**src/rtl/pwrClkPkg.sv**
```systemverilog
package pwrClkPkg;

  typedef enum logic [1:0] {
    ST_RUN     = 2'd0,
    ST_SLEEP   = 2'd1,
    ST_WATCH   = 2'd2,
    ST_STANDBY = 2'd3
  } pwrState_e;

  // Domain strobes from control to datapath
  typedef struct packed {
    logic cpuRun;     // CPU enable may pass divider ticks
    logic periphRun;  // general peripherals may run
    logic watchRun;   // watch-domain group runs
    logic oscRun;     // divider and clock generator running
  } clkStrobes_t;

endpackage

```
**src/rtl/pwrCtrlFsm.sv**
```systemverilog
module pwrCtrlFsm
  import pwrClkPkg::*;
(
  input  logic        clk,
  input  logic        rstN,
  input  logic        sleepReq,
  input  logic        wakeEvt,
  input  logic [1:0]  modeSel,
  output clkStrobes_t strobes
);

  pwrState_e state, stateNxt;

  always_comb begin
    stateNxt = state;
    if (state == ST_RUN) begin
      if (sleepReq) begin
        case (modeSel)
          2'b00:   stateNxt = ST_SLEEP;
          2'b01:   stateNxt = ST_WATCH;
          default: stateNxt = ST_STANDBY;
        endcase
      end
    end else if (wakeEvt) begin
      stateNxt = ST_RUN;
    end
  end

  always_ff @(posedge clk or negedge rstN) begin
    if (!rstN) state <= ST_RUN;
    else       state <= stateNxt;
  end

  always_comb begin
    case (state)
      ST_RUN:     strobes = '{cpuRun: 1'b1, periphRun: 1'b1, watchRun: 1'b1, oscRun: 1'b1};
      ST_SLEEP:   strobes = '{cpuRun: 1'b0, periphRun: 1'b1, watchRun: 1'b1, oscRun: 1'b1};
      ST_WATCH:   strobes = '{cpuRun: 1'b0, periphRun: 1'b0, watchRun: 1'b1, oscRun: 1'b1};
      default:    strobes = '{cpuRun: 1'b0, periphRun: 1'b0, watchRun: 1'b0, oscRun: 1'b0};
    endcase
  end

  AST_SLEEP_ENTRY: assert property (@(posedge clk) disable iff (!rstN)
    (state == ST_RUN && sleepReq && modeSel == 2'b00) |=> state == ST_SLEEP);
  AST_WATCH_ENTRY: assert property (@(posedge clk) disable iff (!rstN)
    (state == ST_RUN && sleepReq && modeSel == 2'b01) |=> state == ST_WATCH);
  AST_STANDBY_ENTRY: assert property (@(posedge clk) disable iff (!rstN)
    (state == ST_RUN && sleepReq && modeSel[1]) |=> state == ST_STANDBY);
  AST_WAKE_RETURNS: assert property (@(posedge clk) disable iff (!rstN)
    (state != ST_RUN && wakeEvt) |=> state == ST_RUN);
  AST_LOWPWR_HOLD: assert property (@(posedge clk) disable iff (!rstN)
    (state != ST_RUN && !wakeEvt) |=> $stable(state));

endmodule

```
**src/rtl/pwrClkDatapath.sv**
```systemverilog
module pwrClkDatapath
  import pwrClkPkg::*;
#(
  parameter int ADDR_W    = 16,
  parameter int DATA_W    = 8,
  parameter int NUM_REG   = 6,
  parameter int DIV_SEL_W = 3,
  parameter int MAX_SEL   = 5,
  // register order: 0 mode, 1 speed, 2 stop-high, 3 stop-low, 4 stop-A, 5 stop-B
  parameter logic [NUM_REG*ADDR_W-1:0] REG_ADDR =
    {16'hFE7F, 16'hFE7E, 16'hFF87, 16'hFF86, 16'hFF85, 16'hFF84},
  parameter logic [NUM_REG*DATA_W-1:0] REG_RST =
    {8'hFF, 8'hFC, 8'hFF, 8'h3F, 8'h00, 8'h00},
  parameter logic [NUM_REG-1:0] REG_LOCKABLE = 6'b001111,
  localparam int NUM_MOD = 4 * DATA_W,
  localparam int CNT_W   = MAX_SEL
) (
  input  logic                clk,
  input  logic                rstN,
  input  logic [ADDR_W-1:0]   busAddr,
  input  logic [DATA_W-1:0]   busWrData,
  input  logic                busWrEn,
  input  logic                regLock,
  output logic [DATA_W-1:0]   busRdData,
  input  clkStrobes_t         strobes,
  output logic [1:0]          modeSel,
  output logic                cpuClkEn,
  output logic                divTick,
  output logic                watchClkEn,
  output logic [NUM_MOD-1:0]  periphClkEn
);

  localparam int IDX_MODE = 0;
  localparam int IDX_SPD  = 1;
  localparam int IDX_HI   = 2;
  localparam int IDX_LO   = 3;
  localparam int IDX_A    = 4;
  localparam int IDX_B    = 5;

  logic [DATA_W-1:0]    regQ [NUM_REG];
  logic [NUM_REG-1:0]   wrHit;

  // write decode per register
  for (genvar g = 0; g < NUM_REG; g++) begin : gReg
    assign wrHit[g] = busWrEn
                   && (busAddr == REG_ADDR[g*ADDR_W +: ADDR_W])
                   && !(REG_LOCKABLE[g] && regLock);
    if (REG_LOCKABLE[g]) begin : gLockChk
      AST_LOCKED_WRITE: assert property (@(posedge clk) disable iff (!rstN)
        (busWrEn && regLock && busAddr == REG_ADDR[g*ADDR_W +: ADDR_W])
          |=> $stable(regQ[g]));
    end
  end

  always_ff @(posedge clk or negedge rstN) begin
    if (!rstN) begin
      for (int i = 0; i < NUM_REG; i++) regQ[i] <= REG_RST[i*DATA_W +: DATA_W];
    end else begin
      for (int i = 0; i < NUM_REG; i++) if (wrHit[i]) regQ[i] <= busWrData;
    end
  end

  always_comb begin
    busRdData = '0;
    for (int i = 0; i < NUM_REG; i++)
      if (busAddr == REG_ADDR[i*ADDR_W +: ADDR_W]) busRdData = regQ[i];
  end

  // divider: ratio is sampled only at a wrap
  logic [DIV_SEL_W-1:0] rawSel, selClamp, activeSel;
  logic [CNT_W-1:0]     divCnt, divLimit;
  logic                 divWrap;

  assign rawSel   = regQ[IDX_SPD][DIV_SEL_W-1:0];
  assign selClamp = (rawSel > DIV_SEL_W'(MAX_SEL)) ? DIV_SEL_W'(MAX_SEL) : rawSel;
  assign divLimit = CNT_W'((32'd1 << activeSel) - 32'd1);
  assign divWrap  = (divCnt == divLimit);

  always_ff @(posedge clk or negedge rstN) begin
    if (!rstN) begin
      divCnt    <= '0;
      activeSel <= '0;
    end else if (strobes.oscRun) begin
      if (divWrap) begin
        divCnt    <= '0;
        activeSel <= selClamp;
      end else begin
        divCnt    <= divCnt + 1'b1;
      end
    end
  end

  assign divTick     = strobes.oscRun && divWrap;
  assign cpuClkEn    = divTick && strobes.cpuRun;
  assign watchClkEn  = strobes.watchRun;
  assign modeSel     = regQ[IDX_MODE][1:0];
  assign periphClkEn = {NUM_MOD{strobes.periphRun}}
                     & ~{regQ[IDX_A], regQ[IDX_B], regQ[IDX_HI], regQ[IDX_LO]};

  AST_RATIO_AT_WRAP: assert property (@(posedge clk) disable iff (!rstN)
    !$stable(activeSel) |-> $past(divTick));

endmodule

```
**src/rtl/pwrClkCtrl.sv**
```systemverilog
module pwrClkCtrl
  import pwrClkPkg::*;
#(
  parameter int ADDR_W = 16,
  parameter int DATA_W = 8,
  localparam int NUM_MOD = 4 * DATA_W
) (
  input  logic               clk,
  input  logic               rstN,
  input  logic [ADDR_W-1:0]  busAddr,
  input  logic [DATA_W-1:0]  busWrData,
  input  logic               busWrEn,
  input  logic               regLock,
  output logic [DATA_W-1:0]  busRdData,
  input  logic               sleepReq,
  input  logic               wakeEvt,
  output logic               cpuClkEn,
  output logic               divTick,
  output logic               watchClkEn,
  output logic [NUM_MOD-1:0] periphClkEn
);

  clkStrobes_t strobes;
  logic [1:0]  modeSel;

  pwrCtrlFsm u_ctrl (
    .clk      (clk),
    .rstN     (rstN),
    .sleepReq (sleepReq),
    .wakeEvt  (wakeEvt),
    .modeSel  (modeSel),
    .strobes  (strobes)
  );

  pwrClkDatapath #(
    .ADDR_W (ADDR_W),
    .DATA_W (DATA_W)
  ) u_dp (
    .clk         (clk),
    .rstN        (rstN),
    .busAddr     (busAddr),
    .busWrData   (busWrData),
    .busWrEn     (busWrEn),
    .regLock     (regLock),
    .busRdData   (busRdData),
    .strobes     (strobes),
    .modeSel     (modeSel),
    .cpuClkEn    (cpuClkEn),
    .divTick     (divTick),
    .watchClkEn  (watchClkEn),
    .periphClkEn (periphClkEn)
  );

  AST_STANDBY_QUIET: assert property (@(posedge clk) disable iff (!rstN)
    !watchClkEn |-> (periphClkEn == '0 && !divTick && !cpuClkEn));

endmodule

```
**config.mk**
```make
export PLATFORM = sky130hd
export DESIGN_NAME = pwrClkCtrl
export DESIGN_NICKNAME = d
export VERILOG_FILES = /design/src/rtl/pwrClkPkg.sv /design/src/rtl/pwrCtrlFsm.sv /design/src/rtl/pwrClkDatapath.sv /design/src/rtl/pwrClkCtrl.sv
export SDC_FILE = /design/constraint.sdc
export NUM_CORES = 1
export LEC_CHECK = 0
export BUFFER_PORTS_ARGS = -buffer_cell sky130_fd_sc_hd__buf_2
export CORE_UTILIZATION = 58
export DETAILED_ROUTE_END_ITERATION = 8
export PLACE_DENSITY = 0.86
export SLEW_MARGIN = 10
export SYNTH_ARGS = -nofsm -noshare
export SYNTH_HDL_FRONTEND = slang
export SYNTH_SLANG_ARGS = --single-unit
```
**constraint.sdc**
```tcl
create_clock -name clk -period 3.4 [get_ports clk]
set_input_delay 0.68 -clock clk [delete_from_list [all_inputs] [get_ports clk]]
set_output_delay 0.68 -clock clk [all_outputs]
set_load 0.1 [all_outputs]
```
; ---- Word-level counts from Yosys, hierarchy flattened
; Index checks and enable logic that the tools add are counted.
[totals]
regBits = 58
output_inout_bits = 43
wordCells = 57
[classes]
n_addsub = 2
n_lt_le_gt_ge = 1
eq_ne = 11
shifts = 1
muxes = 13
bitwise_logic = 2
reduce_logical = 18
[ops]
columns = op, count
row1 = "== test 16 bit, second input constant", 6
row2 = 2-to-1 mux 8 bit, 6
row3 = bitwise AND 32 bit, 1
row4 = NOT 32 bit, 1
row5 = logical AND 1 bit, 12
row6 = case mux 4 bit (3 select lines), 1
row7 = 2-to-1 mux 2 bit, 3
row8 = "adder 5 x 1 -> 5 bit, second input constant", 1
row9 = == test 5 bit, 1
row10 = 2-to-1 mux 5 bit, 1
row11 = "left shift 1 x 3 -> 5 bit, first input constant", 1
row12 = "subtractor 5 x 1 -> 5 bit, second input constant", 1
row13 = "== test 2 x 1 -> 1 bit, second input constant", 2
row14 = zero test 2 bit, 2
row15 = case mux 2 bit (2 select lines), 1
row16 = AND reduction 2 bit, 2
row17 = "> comparator 3 bit, second input constant", 1
row18 = 2-to-1 mux 3 bit, 1
row19 = "== test 2 bit, second input constant", 1
row20 = "!= test 2 bit, second input constant", 1
row21 = nonzero test 2 bit, 1
row22 = zero test 1 bit, 1

; ---- Depth between registers and ports, before layout
[logic_depth]
ltp_word = 7
depth_mapped = 8
depth_no_buf = 5

; ---- Hierarchy
; Synthesis repeated with hierarchy kept, for this count alone.
[hier_totals]
cells_unflattened = 257
area_unflattened_um2 = 3200.6
[by_module_without_submodules]
columns = module, n_inst, cells_each, area_per_inst_um2
row1 = pwrClkDatapath, 1, 246, 3095.5
row2 = pwrCtrlFsm, 1, 11, 105.1

; ---- Worst setup path before layout
; No wires, ideal clock.
[synth_timing]
path_type = register to output
from = register u_dp.divCnt[0]
to = output cpuClkEn
arrival_time_ns = 3.361
required_time_ns = 2.720
path_slack_ns = -0.641
path_stages_with_launch = 5
cell_sequence = dfrtp_1 -> nor2b_1 -> a2111oi_0 -> o221ai_1 -> nor3_1
[synth_via]
elab_chain_len = 3
[synth_rtl]
columns = item, line_no
row1 = "start, declared", pwrClkDatapath.sv:71  ; logic [CNT_W-1:0] divCnt, divLimit;
row2 = "start signal, assigned", pwrClkDatapath.sv:88  ; divCnt <= divCnt + 1'b1;
row3 = == test 5 bit, pwrClkDatapath.sv:77  ; assign divWrap = (divCnt == divLimit);
row4 = logical AND 1 bit, pwrClkDatapath.sv:93  ; assign divTick = strobes.oscRun && divWrap;
row5 = logical AND 1 bit, pwrClkDatapath.sv:94  ; assign cpuClkEn = divTick && strobes.cpuRun;
row6 = "end, declared", pwrClkCtrl.sv:17  ; output logic cpuClkEn,
; No other way between the ends.

; ---- Worst setup path in the final report
[layout_timing]
from = register u_dp.divCnt[0]
to = output divTick
[layout_via]
elab_chain_len = 2
[layout_rtl]
columns = item, line_no
row1 = == test 5 bit, pwrClkDatapath.sv:77
row2 = logical AND 1 bit, pwrClkDatapath.sv:93
row3 = "end, declared", pwrClkCtrl.sv:18  ; output logic divTick,
; No other way between the ends.

==> impl_metrics.tcl <==
set metrics [dict create \
    status "completed" \
    grt_overflow 0 \
    grt_setup_unrepaired "no" \
    critPathRequiredTime_ns 2.72 \
    layout-area-overhead-vs-synth_pct 25.9 \
    die-area_mm2 0.00564 \
    timing.final.max_slew_violations 0 \
    layoutNonFillerInstCount 410 \
    grtUsageTotal_pct 28.4 \
    dp_slack_ns 0.365 \
    synth_area_mm2 0.00310 \
    clock_tree.buffer_depth 2 \
    r2r-start "u_dp.divCnt[0]$_DFFE_PN0N_" \
    core_area_mm2 0.00514 \
    insertion_delay_to_the_later_sink_of_the_worst_skew_pair_ns 0.33 \
    synth_nets 291 \
    postSynthCellCount 260 \
    vdd_ir_drop_max_mv 0.301 \
    timing.slew.headroom_pct 50.7 \
    place.gp.congestion 0.789 \
    buffer_ports.inserted 72 \
    die-height_um 75.1 \
    timing.critical_path.fanout_max 10 \
    placementRows 26 \
    worst_slack_ns 0.224 \
    critical_path_class "reg2out" \
    yosysWarningCount 0 \
    pin_count 73 \
    critical_path_buf_inv_count 1 \
    classification_of_the_worst_slack_hold_path "in2async" \
    route.final.wire_length_um 7410 \
    number_of_buffers_inserted_during_clock_tree_synthesis 9 \
    insertedDiodeCount 0 \
    post_synth.cell_area_avg_um2 11.9 \
    cts-htree-levels 3 \
    grt_antenna_before_repair 0 \
    ys_types 43 \
    multi_input_area_mm2 0.00153 \
    clock-root-buffer "clkbuf_8" \
    share_of_layout_cells_above_drive_strength_1_pct 54.7 \
    global_route_wire_length_before_repair_um 11400 \
    fill_cells 346 \
    post-route-util_pct 75.9 \
    post-dp-hpwl_um 4890 \
    routedWlPerCell_um 18.1 \
    startpoint_of_the_worst_setup_timing_path "u_dp.divCnt[0]$_DFFE_PN0N_" \
    first_global_vias 2321 \
    crit_path_start_kind "flop" \
    worst_path_max_delay_cell "a2111oi_0" \
    dpl-instance-area_mm2 0.00366 \
    tightest_slew_ns 0.740 \
    final.period_utilization_pct 93.4 \
    num_vias 2391 \
    initial_utilization_pct 60.3 \
    clk_transition_reported_paths_ns 0.07 \
    worst-endpoint-arrival_ns 2.50 \
    fp.dieW_um 75.1 \
    finalNetCount 366 \
    setup_viol_count_final 0 \
    postCtsSetupBuffers 0 \
    final_design_area_no_fill_mm2 0.00390 \
    dr.first_iter.drc_count 208 \
    final_hold_viol_count 0 \
    maximum_number_of_pins_on_one_net_before_global_route_repair 35 \
    cellLeakagePower_uw 0.00177 \
    numPlacedInstances 394 \
    critPathCaptureType "output pin" \
    power_density_mw_per_mm2 483 \
    regArea_mm2 0.00149 \
    crit_chain "nor2b_1 > a2111oi_0 > o221ai_2 > nor2_1 > buf_2" \
    route.detailed.drc 0 \
    cts_tree "yes" \
    worst_path_largest_cell_delay_ns 0.56 \
    cell_type_group_with_the_largest_total_delay_on_the_critical_path "compound AO/OA/AOI/OAI gates" \
    yosys_register_bits 58 \
    vias_per_cell 5.83 \
    initial_drt_pass_iterations 4 \
    post_route_skew_ns 0.00666 \
    post-layout-total-power_uw 1880 \
    synth.yosys.seq_area_share_pct 47.9 \
    timing.final.crit_period_ns 3.18 \
    numClockSinks 58 \
    cap_violations 0 \
    max_clock_freq_ghz 0.315 \
    drt_antenna_net_count 0 \
]
## registers in the layout (all words and copies together) (netlist names)
register	cells
u_dp.modeSel	2
u_ctrl.state	2
u_dp.rawSel	3
u_dp.regQ	43
u_dp.activeSel	3
u_dp.divCnt	5
## power breakdown
part | internal [µW] | switching [µW]
sequential | 720 | 41.5
clock | 471 | 273
combinational | 117 | 260
total | 1310 | 575
## through the flow
step	setup TNS [ns]	hold WS, ns
final	0	0.407
after global routing	0	0.448
after CTS	0	0.426
after detailed placement	0	0.494
after global placement	0	0.485
after floorplan	-1.59	0.384
## placed cells by master, fill, tap and decap left out, drive strengths merged, types with 7 or more instances in the layout
cell / Yosys / final
clkbuf: 4 / 12
buf: 9 / 77
inv: 13 / 13
mux4: 7 / 7
dfstp: 28 / 28
mux2: 49 / 49
o22ai: 8 / 8
nor2: 41 / 41
dfrtp: 30 / 30
mux2i: 9 / 9
nand2: 10 / 10
## per-layer routing
metal	vias to the layer above	global-route usage [%]	routed length [µm]	share of wire (%)
li1	1083	-	-	-
met1	1178	36.3	3090	42
met2	102	45.0	3730	50
met3	28	8.97	375	5.1
met4	0	11.9	223	3.0
met5	-	0	0	0
## cells in the mapped netlist (all sizes together)
master   instances  share of area, %
mux2            49                21
nor2            41               5.1
dfrtp           30                24
dfstp           28                24
inv             13               1.6
nand2           10               1.2
buf              9               1.7
mux2i            9               2.9
o22ai            8               1.6
mux4             7               5.1
nand3            6              0.97
o21ai            6              0.97
or3              6               1.2
a21oi            4              0.65
clkbuf           4              0.48
nor3             4              0.65
nand2b           2              0.40
nand4            2              0.40
o211ai           2              0.48
o31ai            2              0.48
a2111oi          1              0.28
a21boi           1              0.24
a21o             1              0.24
a22o             1              0.28
and3             1              0.20
and3b            1              0.28
and4bb           1              0.40
ha               1              0.40
nand3b           1              0.24
nand4b           1              0.28
nand4bb          1              0.36
nor2b            1              0.20
nor3b            1              0.61
o221ai           1              0.28
o22a             1              0.28
o311a            1              0.32
or2              1              0.20
xor2             1              0.28
## kinds of logic (layout without fill, tap and decap cells)
kind of cell	after synthesis	after routing	share of synthesized area, %
adder cells (fa/ha/maj)	1	1	0.403
AND/OR/NAND/NOR	80	80	12.8
XOR/XNOR	1	1	0.283
AO/OA/AOI/OAI	29	29	6.13
buffers and inverters	26	106	3.79
flip-flops	58	58	47.9
multiplexers	65	65	28.7
## final timing paths
kind / end / slack (ns) / cells past startpoint
min: u_dp.regQ[31]$_DFFE_PN0P_ / 0.41 / 1
max: divTick / 0.22 / 5
min reg2reg: u_dp.regQ[36]$_DFFE_PN0P_ / 0.52 / 1
max in group asynchronous: u_dp.regQ[1]$_DFFE_PN1P_ / 2.32 / 2
max reg2reg: u_dp.activeSel[2]$_DFFE_PN0P_ / 1.11 / 6
min in group clk: u_dp.regQ[36]$_DFFE_PN0P_ / 0.52 / 1
## timing repair
action / in CTS / in global routing
gates resized for setup: 0 / 1
endpoints found under the setup margin: 0 / 1
hold buffers: 0 / 0
## worst register-to-register path: cells and delay by family, from the launching register on
family | cells | cell delay, ns
muxes | 1 | 0.32
AOI/OAI and AO/OA | 2 | 0.88
DFF | 1 | 0.45
and+or+nand+nor | 2 | 0.39
buffers and inverters | 1 | 0.14
## layout make-up
class / instances / area share (%)
clock buffers: 12 / 4.23
clock inverters: 4 / 1.86
inverters: 13 / 1.25
multi-input cells: 176 / 39.1
flip-flops and latches: 58 / 38.1
well taps: 70 / 2.24
repair buffers: 77 / 13.2
Note: power is estimated with default switching activity, not from simulation.
